**src/rtl/strap_cfg_pkg.sv**
```systemverilog
// Package: shared constants for the strap configuration register.
// Assumes a 32-bit word. Bit positions below are the ones the PHY and MAC
// decode; fixed-zero bits are listed in the write mask.
package strap_cfg_pkg;
    localparam int CFG_W      = 32;
    localparam int STRAP_W    = 25;
    localparam int IF_W       = 3;
    localparam int MODE_W     = 2;
    localparam int ABIL_W     = 4;

    localparam int BIT_EXT    = 31;
    localparam int IF_HI      = 30;
    localparam int IF_LO      = 28;
    localparam int BIT_RSTRT  = 25;
    localparam int BIT_ANEG   = 3;
    localparam int MODE_HI    = 2;
    localparam int MODE_LO    = 1;
    localparam int BIT_HOLD   = 0;

    // Reset word: bits 23, 10, 3 set and mode field = 3.
    localparam logic [CFG_W-1:0] CFG_RST_VAL = 32'h0080_040E;
    // Bits software may change; 27, 26, 24 and 11 are fixed at zero.
    localparam logic [CFG_W-1:0] CFG_WR_MASK = 32'hF2FF_F7FF;

    typedef logic [IF_W-1:0]   if_sel_t;
    typedef logic [STRAP_W-1:0] strap_t;
endpackage

```
**src/rtl/strap_regfile.sv**
```systemverilog
// strap_regfile: stores the configuration word.
// Only bits in CFG_WR_MASK are writable; every other bit keeps its reset
// value (zero), so reserved and read-only bits never change.
// Assumes wr_en is a single-cycle strobe in the clk domain.
module strap_regfile
    import strap_cfg_pkg::*;
#(
    parameter logic [CFG_W-1:0] RST_VAL = CFG_RST_VAL,
    parameter logic [CFG_W-1:0] WR_MASK = CFG_WR_MASK
) (
    input  logic             clk,
    input  logic             rst_n,
    input  logic             wr_en,
    input  logic [CFG_W-1:0] wr_data,
    output logic [CFG_W-1:0] cfg_q
);
    localparam logic [CFG_W-1:0] HOLD_MASK = ~WR_MASK;

    logic [CFG_W-1:0] cfg_r;

    // Purpose: load reset word, or merge writable bits of a write.
    always_ff @(posedge clk) begin
        if (!rst_n) begin
            cfg_r <= RST_VAL;
        end else if (wr_en) begin
            cfg_r <= (wr_data & WR_MASK) | (cfg_r & HOLD_MASK);
        end
    end

    // Purpose: present the word with non-writable bits forced to zero.
    always_comb begin
        cfg_q = cfg_r & WR_MASK;
    end
endmodule

```
**src/rtl/mac_rst_gen.sv**
```systemverilog
// mac_rst_gen: fires a MAC reset pulse of PULSE_CYCLES cycles when a write
// changes the interface-select field. A change written during a pulse
// restarts the full length. Assumes PULSE_CYCLES >= 1.
module mac_rst_gen
    import strap_cfg_pkg::*;
#(
    parameter int PULSE_CYCLES = 4
) (
    input  logic    clk,
    input  logic    rst_n,
    input  logic    wr_en,
    input  if_sel_t if_new,
    input  if_sel_t if_cur,
    output logic    mac_rst
);
    localparam int CNT_W = $clog2(PULSE_CYCLES + 1);
    localparam logic [CNT_W-1:0] CNT_LOAD = CNT_W'(PULSE_CYCLES);

    logic [CNT_W-1:0] cnt_r;
    logic             change;

    // Purpose: detect a write that alters the stored interface code.
    always_comb begin
        change = wr_en && (if_new != if_cur);
    end

    // Purpose: load the pulse length on a change, then count down.
    always_ff @(posedge clk) begin
        if (!rst_n) begin
            cnt_r <= '0;
        end else if (change) begin
            cnt_r <= CNT_LOAD;
        end else if (cnt_r != '0) begin
            cnt_r <= cnt_r - 1'b1;
        end
    end

    // Purpose: pulse is active while the counter is non-zero.
    always_comb begin
        mac_rst = (cnt_r != '0);
    end
endmodule

```
**src/rtl/phy_restart_seq.sv**
```systemverilog
// phy_restart_seq: drives the PHY reset and the strap shadow.
// The reset is high in chip reset and while the restart bit is 1. After the
// restart bit clears, it holds for HOLD_CYCLES more cycles. The strap
// shadow is loaded on the edge where the reset falls.
// Assumes HOLD_CYCLES >= 1 and no write on the release edge.
module phy_restart_seq
    import strap_cfg_pkg::*;
#(
    parameter int HOLD_CYCLES = 8,
    parameter logic [STRAP_W-1:0] SHADOW_RST = CFG_RST_VAL[STRAP_W-1:0]
) (
    input  logic   clk,
    input  logic   rst_n,
    input  logic   restart_req,
    input  strap_t strap_live,
    output logic   phy_rst,
    output strap_t strap_dflt
);
    localparam int CNT_W = $clog2(HOLD_CYCLES + 1);
    localparam logic [CNT_W-1:0] CNT_LOAD = CNT_W'(HOLD_CYCLES);
    localparam logic [CNT_W-1:0] CNT_LAST = CNT_W'(1);

    logic [CNT_W-1:0] hold_r;
    strap_t           shadow_r;
    logic             release_now;

    // Purpose: reload the hold counter on reset or restart, else count down.
    always_ff @(posedge clk) begin
        if (!rst_n || restart_req) begin
            hold_r <= CNT_LOAD;
        end else if (hold_r != '0) begin
            hold_r <= hold_r - 1'b1;
        end
    end

    // Purpose: flag the edge on which the PHY reset is released.
    always_comb begin
        release_now = rst_n && !restart_req && (hold_r == CNT_LAST);
    end

    // Purpose: latch the straps into the shadow at reset release.
    always_ff @(posedge clk) begin
        if (!rst_n) begin
            shadow_r <= SHADOW_RST;
        end else if (release_now) begin
            shadow_r <= strap_live;
        end
    end

    // Purpose: PHY reset output and shadow view.
    always_comb begin
        phy_rst    = (hold_r != '0) || restart_req;
        strap_dflt = shadow_r;
    end
endmodule

```
**src/rtl/ability_decode.sv**
```systemverilog
// ability_decode: maps the auto-negotiation enable and mode bits to an
// ability vector {100FD, 100HD, 10FD, 10HD}. With negotiation off, the mode
// forces one ability; with it on, the mode selects an advertised set.
// Purely combinational.
module ability_decode
    import strap_cfg_pkg::*;
(
    input  logic              aneg_en,
    input  logic [MODE_W-1:0] mode,
    output logic [ABIL_W-1:0] ability
);
    localparam logic [ABIL_W-1:0] ONE_HOT_BASE = ABIL_W'(1);

    // Purpose: pick the forced single ability or the advertised set.
    always_comb begin
        if (!aneg_en) begin
            ability = ONE_HOT_BASE << mode;
        end else begin
            unique case (mode)
                2'd0:    ability = 4'b0011;
                2'd1:    ability = 4'b1100;
                2'd2:    ability = 4'b0101;
                default: ability = 4'b1111;
            endcase
        end
    end
endmodule

```
**src/rtl/strap_cfg_ctrl.sv**
```systemverilog
// strap_cfg_ctrl: top of the PHY strap configuration controller.
// Ties together the register, the MAC reset pulse, the PHY restart and
// shadow latch, and the ability decode. The ability outputs come from the
// shadow, not the live word. Assumes a synchronous active-low chip reset.
module strap_cfg_ctrl
    import strap_cfg_pkg::*;
#(
    parameter int PHY_HOLD_CYCLES = 8,
    parameter int MAC_RST_CYCLES  = 4
) (
    input  logic                clk,
    input  logic                rst_n,
    input  logic                wr_en,
    input  logic [CFG_W-1:0]    wr_data,
    output logic [CFG_W-1:0]    rd_data,
    output logic                ext_phy_sel,
    output logic [IF_W-1:0]     mac_if_sel,
    output logic                mac_rst,
    output logic                phy_rst,
    output logic [STRAP_W-1:0]  strap_dflt,
    output logic [ABIL_W-1:0]   ability,
    output logic                aneg_active,
    output logic                tx_hold
);
    logic [CFG_W-1:0] cfg_q;
    strap_t           shadow;

    strap_regfile #(
        .RST_VAL (CFG_RST_VAL),
        .WR_MASK (CFG_WR_MASK)
    ) u_regs (
        .clk     (clk),
        .rst_n   (rst_n),
        .wr_en   (wr_en),
        .wr_data (wr_data),
        .cfg_q   (cfg_q)
    );

    mac_rst_gen #(
        .PULSE_CYCLES (MAC_RST_CYCLES)
    ) u_mac_rst (
        .clk     (clk),
        .rst_n   (rst_n),
        .wr_en   (wr_en),
        .if_new  (wr_data[IF_HI:IF_LO]),
        .if_cur  (cfg_q[IF_HI:IF_LO]),
        .mac_rst (mac_rst)
    );

    phy_restart_seq #(
        .HOLD_CYCLES (PHY_HOLD_CYCLES),
        .SHADOW_RST  (CFG_RST_VAL[STRAP_W-1:0])
    ) u_phy_seq (
        .clk         (clk),
        .rst_n       (rst_n),
        .restart_req (cfg_q[BIT_RSTRT]),
        .strap_live  (cfg_q[STRAP_W-1:0]),
        .phy_rst     (phy_rst),
        .strap_dflt  (shadow)
    );

    ability_decode u_abil (
        .aneg_en (shadow[BIT_ANEG]),
        .mode    (shadow[MODE_HI:MODE_LO]),
        .ability (ability)
    );

    // Purpose: drive the live-register and shadow-derived outputs.
    always_comb begin
        rd_data     = cfg_q;
        ext_phy_sel = cfg_q[BIT_EXT];
        mac_if_sel  = cfg_q[IF_HI:IF_LO];
        strap_dflt  = shadow;
        aneg_active = shadow[BIT_ANEG];
        tx_hold     = shadow[BIT_HOLD];
    end
endmodule

```
**config.mk**
```make
export PLATFORM = sky130hd
export DESIGN_NAME = strap_cfg_ctrl
export DESIGN_NICKNAME = d
export VERILOG_FILES = /design/src/rtl/strap_cfg_pkg.sv /design/src/rtl/strap_regfile.sv /design/src/rtl/mac_rst_gen.sv /design/src/rtl/phy_restart_seq.sv /design/src/rtl/ability_decode.sv /design/src/rtl/strap_cfg_ctrl.sv
export SDC_FILE = /design/constraint.sdc
export NUM_CORES = 1
export LEC_CHECK = 0
export BUFFER_PORTS_ARGS = -buffer_cell sky130_fd_sc_hd__buf_4
export CAP_MARGIN = 0
export CORE_MARGIN = 1.5
export CORE_UTILIZATION = 50
export CTS_BUF_LIST = sky130_fd_sc_hd__clkbuf_4 sky130_fd_sc_hd__clkbuf_8
export CTS_CLUSTER_DIAMETER = 80
export DETAILED_ROUTE_END_ITERATION = 12
export GPL_ROUTABILITY_DRIVEN = 0
export PLACE_DENSITY = 0.91
export SLEW_MARGIN = 15
export SYNTH_ARGS = -nofsm -noshare
export SYNTH_HDL_FRONTEND = slang
export SYNTH_SLANG_ARGS = --single-unit
```
**constraint.sdc**
```tcl
create_clock -name clk -period 2.4 [get_ports clk]
set_input_delay 0.24 -clock clk [delete_from_list [all_inputs] [get_ports clk]]
set_output_delay 0.24 -clock clk [all_outputs]
set_load 0.02 [all_outputs]
```
* Word level (Yosys, flattened, before mapping)
Index checks and enable logic that the tools add are counted.
** Storage, ports and cells
- Register bits after elaboration :: 62
- Latch bits :: 0
- Bits in writable memories :: 0
- Bits in read-only memories :: 0
- Memories :: 0
** Cells by class
- $add $sub $neg :: 2
- $mul :: 0
- Divide/modulo/power cells :: 0
- $lt $le $gt $ge :: 0
- Equal/unequal tests :: 4
- Shift operators :: 1
- Multiplexer cells :: 4
- Bitwise operators :: 2
- Reduce and logical (&&, ||, !) cells :: 12
** Operator list (number)
- 32-bit by 28-bit OR with 32-bit output :: 1
- 4-bit case mux with 3 select lines :: 1
- 3-bit two-way mux :: 2
- 4-bit by 1-bit == test with 1-bit output (second input constant) :: 1
- 4-bit two-way mux :: 1
- 4-bit nonzero test :: 1
- 1-bit by 2-bit left shift with 4-bit output (first input constant) :: 1
- 4-bit by 1-bit subtractor with 4-bit output (second input constant) :: 1
- 1-bit logical AND :: 3
- 3-bit inequality test :: 1
- 3-bit nonzero test :: 1
- 3-bit by 1-bit subtractor with 3-bit output (second input constant) :: 1
- 2-bit by 1-bit == test with 1-bit output (second input constant) :: 1
- 2-bit == test (second input constant) :: 1
- 1-bit logical NOT :: 2
- 2-bit logical NOT :: 1
- 1-bit logical OR :: 2
- 2-bit nonzero test :: 1
- 2-bit OR reduction :: 1
- 1-bit NOT :: 1

* Depth between registers and ports, before layout
- Depth after elaboration :: 3
- Depth in mapped cells :: 6
- Mapped depth without buffers :: 6

* By module
From an unflattened synthesis, not the netlist that was laid out.
** Second synthesis, totals
- Cell total of the unflattened synthesis :: 269
- Area total of the unflattened synthesis :: 2586.2 um^2
** By module, submodules not included
- phy_restart_seq :: times used 1, cells each 138, area each 1169.9 um^2
- strap_regfile :: times used 1, cells each 94, area each 1096.1 um^2
- mac_rst_gen :: times used 1, cells each 22, area each 202.7 um^2
- ability_decode :: times used 1, cells each 9, area each 72.6 um^2
- strap_cfg_ctrl :: times used 1, cells each 6, area each 45.0 um^2

* Worst setup path before layout
OpenSTA, ideal clock, no wires.
- Kind :: register -> output
- Start point :: register u_phy_seq.hold_r[0]
- End point :: output port phy_rst
- Arrival :: 1.390 ns
- Setup slack :: 0.770 ns
- Stages on the path, launching flop included :: 5
- Buffers on the path :: 0
- Cells stage by stage :: dfxtp_1 -> inv_1 -> ha_1 -> or3b_2 -> or2_2
** Between the ends
- Cells in the longest elaborated chain, start to end :: 2
** Ends and longest elaborated chain
- start: declaration :: RTL line phy_restart_seq.sv:23 : logic [CNT_W-1:0] hold_r;
- start signal: assignment :: RTL line phy_restart_seq.sv:32 : hold_r <= hold_r - 1'b1;
- 4-bit nonzero test :: RTL line phy_restart_seq.sv:52 : phy_rst = (hold_r != '0) || restart_req;
- 1-bit logical OR :: RTL line phy_restart_seq.sv:52
- end: declaration :: RTL line strap_cfg_ctrl.sv:19 : output logic phy_rst,
Every way passes these cells.

* Final worst setup path
Ends and elaborated chain as after synthesis.

==> reports/qor.yml <==
power:
  power_frac_seq: 0.411
  switchingPower_uw: 780
  netSwitchingFraction: 0.293
  powerDensity_nw_per_um2: 801
  power_frac_comb: 0.216
  p_leak_nw: 1.55
  p_clk_frac: 0.373
  vdd_drop_max_v: 0.000546
  p_int_mw: 1.89
global_route:
  grt_max_degree: 40
  grt_first_pass_wirelength_mm: 8.75
  grt_usage: 0.217
  antenna_found_initial: 0
  grt_overflow: 0
  first_global_vias: 1960
routing:
  ant_nets: 0
  vias: 2141
  drtIter0Drc: 90
  wl_per_cell_um: 13.4
  wirelength_mm: 5.63
  routed_via_density: 5.11
  drc_errors: 0
  first_pass_iters: 4
floorplanning:
  die_w_um: 73.1
  num_rows: 25
  core_um2: 4720
  die_h_um: 73.1
  start_util: 0.521
  dieArea_um2: 5350
  ios: 104
hold_path:
  min_path_type: "in2reg"
synthesis:
  yosysUniqueCellTypes: 35
  synthCells: 264
  yosysTopAreaCellShare: 0.472
  yosysTopAreaCell: "dfxtp_1"
  synthTopCellsByArea: "dfxtp_1 47%, mux2i_1 12%, nand3_1 5.7%"
  synth_most_common_cell: "dfxtp_1"
  synth-seq-area-share: 0.472
  ys.flop_type: "dfxtp_1"
  synthArstFlopShare: 0
  syn_area_um2: 2460
  synth_edf_count: 0
  yosysWarnings: 0
  synth_common_cells: "58 x dfxtp_1, 29 x mux2i_1, 28 x nand3_1"
  syn_avg_cell_area_um2: 9.32
  synth-seq-cells: 58
critical_path:
  cp_max_fo: 4
  cp.required_ps: 2160
  timing_worst_setup_path_type: "reg2out"
  cp_slowest_cell: "or3b_2"
  path_cells: "inv_1 -> ha_1 -> or3b_2 -> or2_2 -> buf_4"
  cp.arrival_ps: 1960
  critPathCaptureType: "primary output"
  cp-start-kind: "register"
  critical_path.max_stage_delay_ps: 510
  r2r_setup_slack_ps: 800
timing:
  tightestPinTransition_ps: 706
  period_share: 0.916
  setup_viol: 0
  min_period_ps: 2200
  worst_hold_slack_ps: 120
  rsz0062_at_grt: "no"
  slew_headroom: 0.529
  finalSetupTns_ps: 0
  finClkSkew_ps: 7.86
  fmax_mhz: 455
  drv_slew: 0
  final-hold-violation-count: 0
clock_network:
  postCtsSetupBuffers: 0
  cts_buffers: 9
  clkTransAtPathRegs_ps: 60
  hold_buffers: 0
  cts_root_buf: "clkbuf_8"
  clkLatencyLatePin_ps: 330
  cts_tree: "built"
  cts_sinks: 58
  ctsResizeCount: 0
  clock_tree.buffer_depth: 2
  cts.htree.levels: 3
placed_design:
  port_buffers: 93
  dpl.hpwl_mm: 3.86
layout:
  insertedDiodeCount: 0
  drive_above_1_share: 0.335
  area_growth_pct: 35.2
  finalNetCount: 390
outcome:
  status: "completed"
job:
  drv_cap: 0
-- cells in the final DEF, fill, tap and decap left out, types with 2 or more instances in the layout --
cell type	n
clkinv_2	2
buf_4	96
nand2_1	8
inv_1	9
bufinv_16	2
dfxtp_1	58
nand3_1	28
xor2_1	3
o21ai_1	19
xnor2_1	2
nand2b_1	2
ha_1	8
clkbuf_8	10
o21ai_0	6
and3_1	2
nor2_1	25
a21oi_1	20
conb_1	6
mux2i_1	29
-- worst paths after layout --
path                                   end                 from  cells past startpoint
setup reg to reg  u_phy_seq.strap_dflt[17]  u_phy_seq.hold_r[1]                      5
hold reg to reg    u_phy_seq.strap_dflt[9]      u_regs.cfg_r[9]                      2
hold / removal             u_regs.cfg_r[1]           wr_data[1]                      3
setup / recovery                   phy_rst  u_phy_seq.hold_r[0]                      5
-- flip-flops by register name (all words and copies together), names as in the netlist --
register	flops
u_phy_seq.strap_dflt	23
u_phy_seq.hold_r	4
u_regs.cfg_r	28
u_mac_rst.cnt_r	3
-- worst max-delay path: cells and delay by family (launching register included) --
| kind | cells | cell delay, ps |
|---|---|---|
| fa+ha+maj | 1 | 210 |
| simple gates | 2 | 810 |
| buf+inv | 2 | 260 |
| flops | 1 | 350 |
-- kinds of logic after synthesis --
group / count (synthesis) / share of synthesized area
buffers and inverters: 39 / 0.0880
adder cells (fa/ha/maj): 8 / 0.0407
AO/OA/AOI/OAI: 50 / 0.108
flip-flops: 58 / 0.472
other: 1 / 0.00152
AND/OR/NAND/NOR: 73 / 0.150
multiplexers: 30 / 0.123
XOR/XNOR: 5 / 0.0178
-- power by group through the flow --
stage	clock network (mW)	logic, mW	registers, mW
after detailed placement	0	0.579	1.11
final	0.994	0.577	1.09
after global placement	0	0.556	1.11
after CTS	1.01	0.581	1.09
after floorplan	0	0.362	1.14
after global routing	1.06	0.632	1.10
-- layout make-up --
class,instances,area (um^2)
Multi-Input combinational cell,172,1100
Fill cell,376,1400
Sequential cell,58,1160
Inverter,10,37.5
Clock inverter,5,77.6
Tap cell,67,83.8
Clock buffer,11,145
Timing Repair Buffer,96,721
-- stage by stage --
step	total power, mW	utilization	worst slack, ps	cell area (um^2)	std cells
2_1_floorplan	1.51	-	770	2480	269
3_3_place_gp	1.66	0.657	640	3100	403
3_5_place_dp	1.69	0.657	567	3100	403
4_1_cts	2.68	0.704	196	3330	419
5_1_grt	2.80	0.704	112	3330	419
6_report	2.67	0.704	203	3330	419
-- per-layer routing --
layer  part of all wire  wire length (um)  vias up  track usage
li1                   -                 -     1048            -
met1               0.41              2290      997        0.244
met2               0.50              2830       86        0.371
met3              0.073               410       10       0.0622
met4              0.018               102        0        0.113
met5                  0                 0        -            0
No activity file was read; power rests on OpenSTA's default activity.
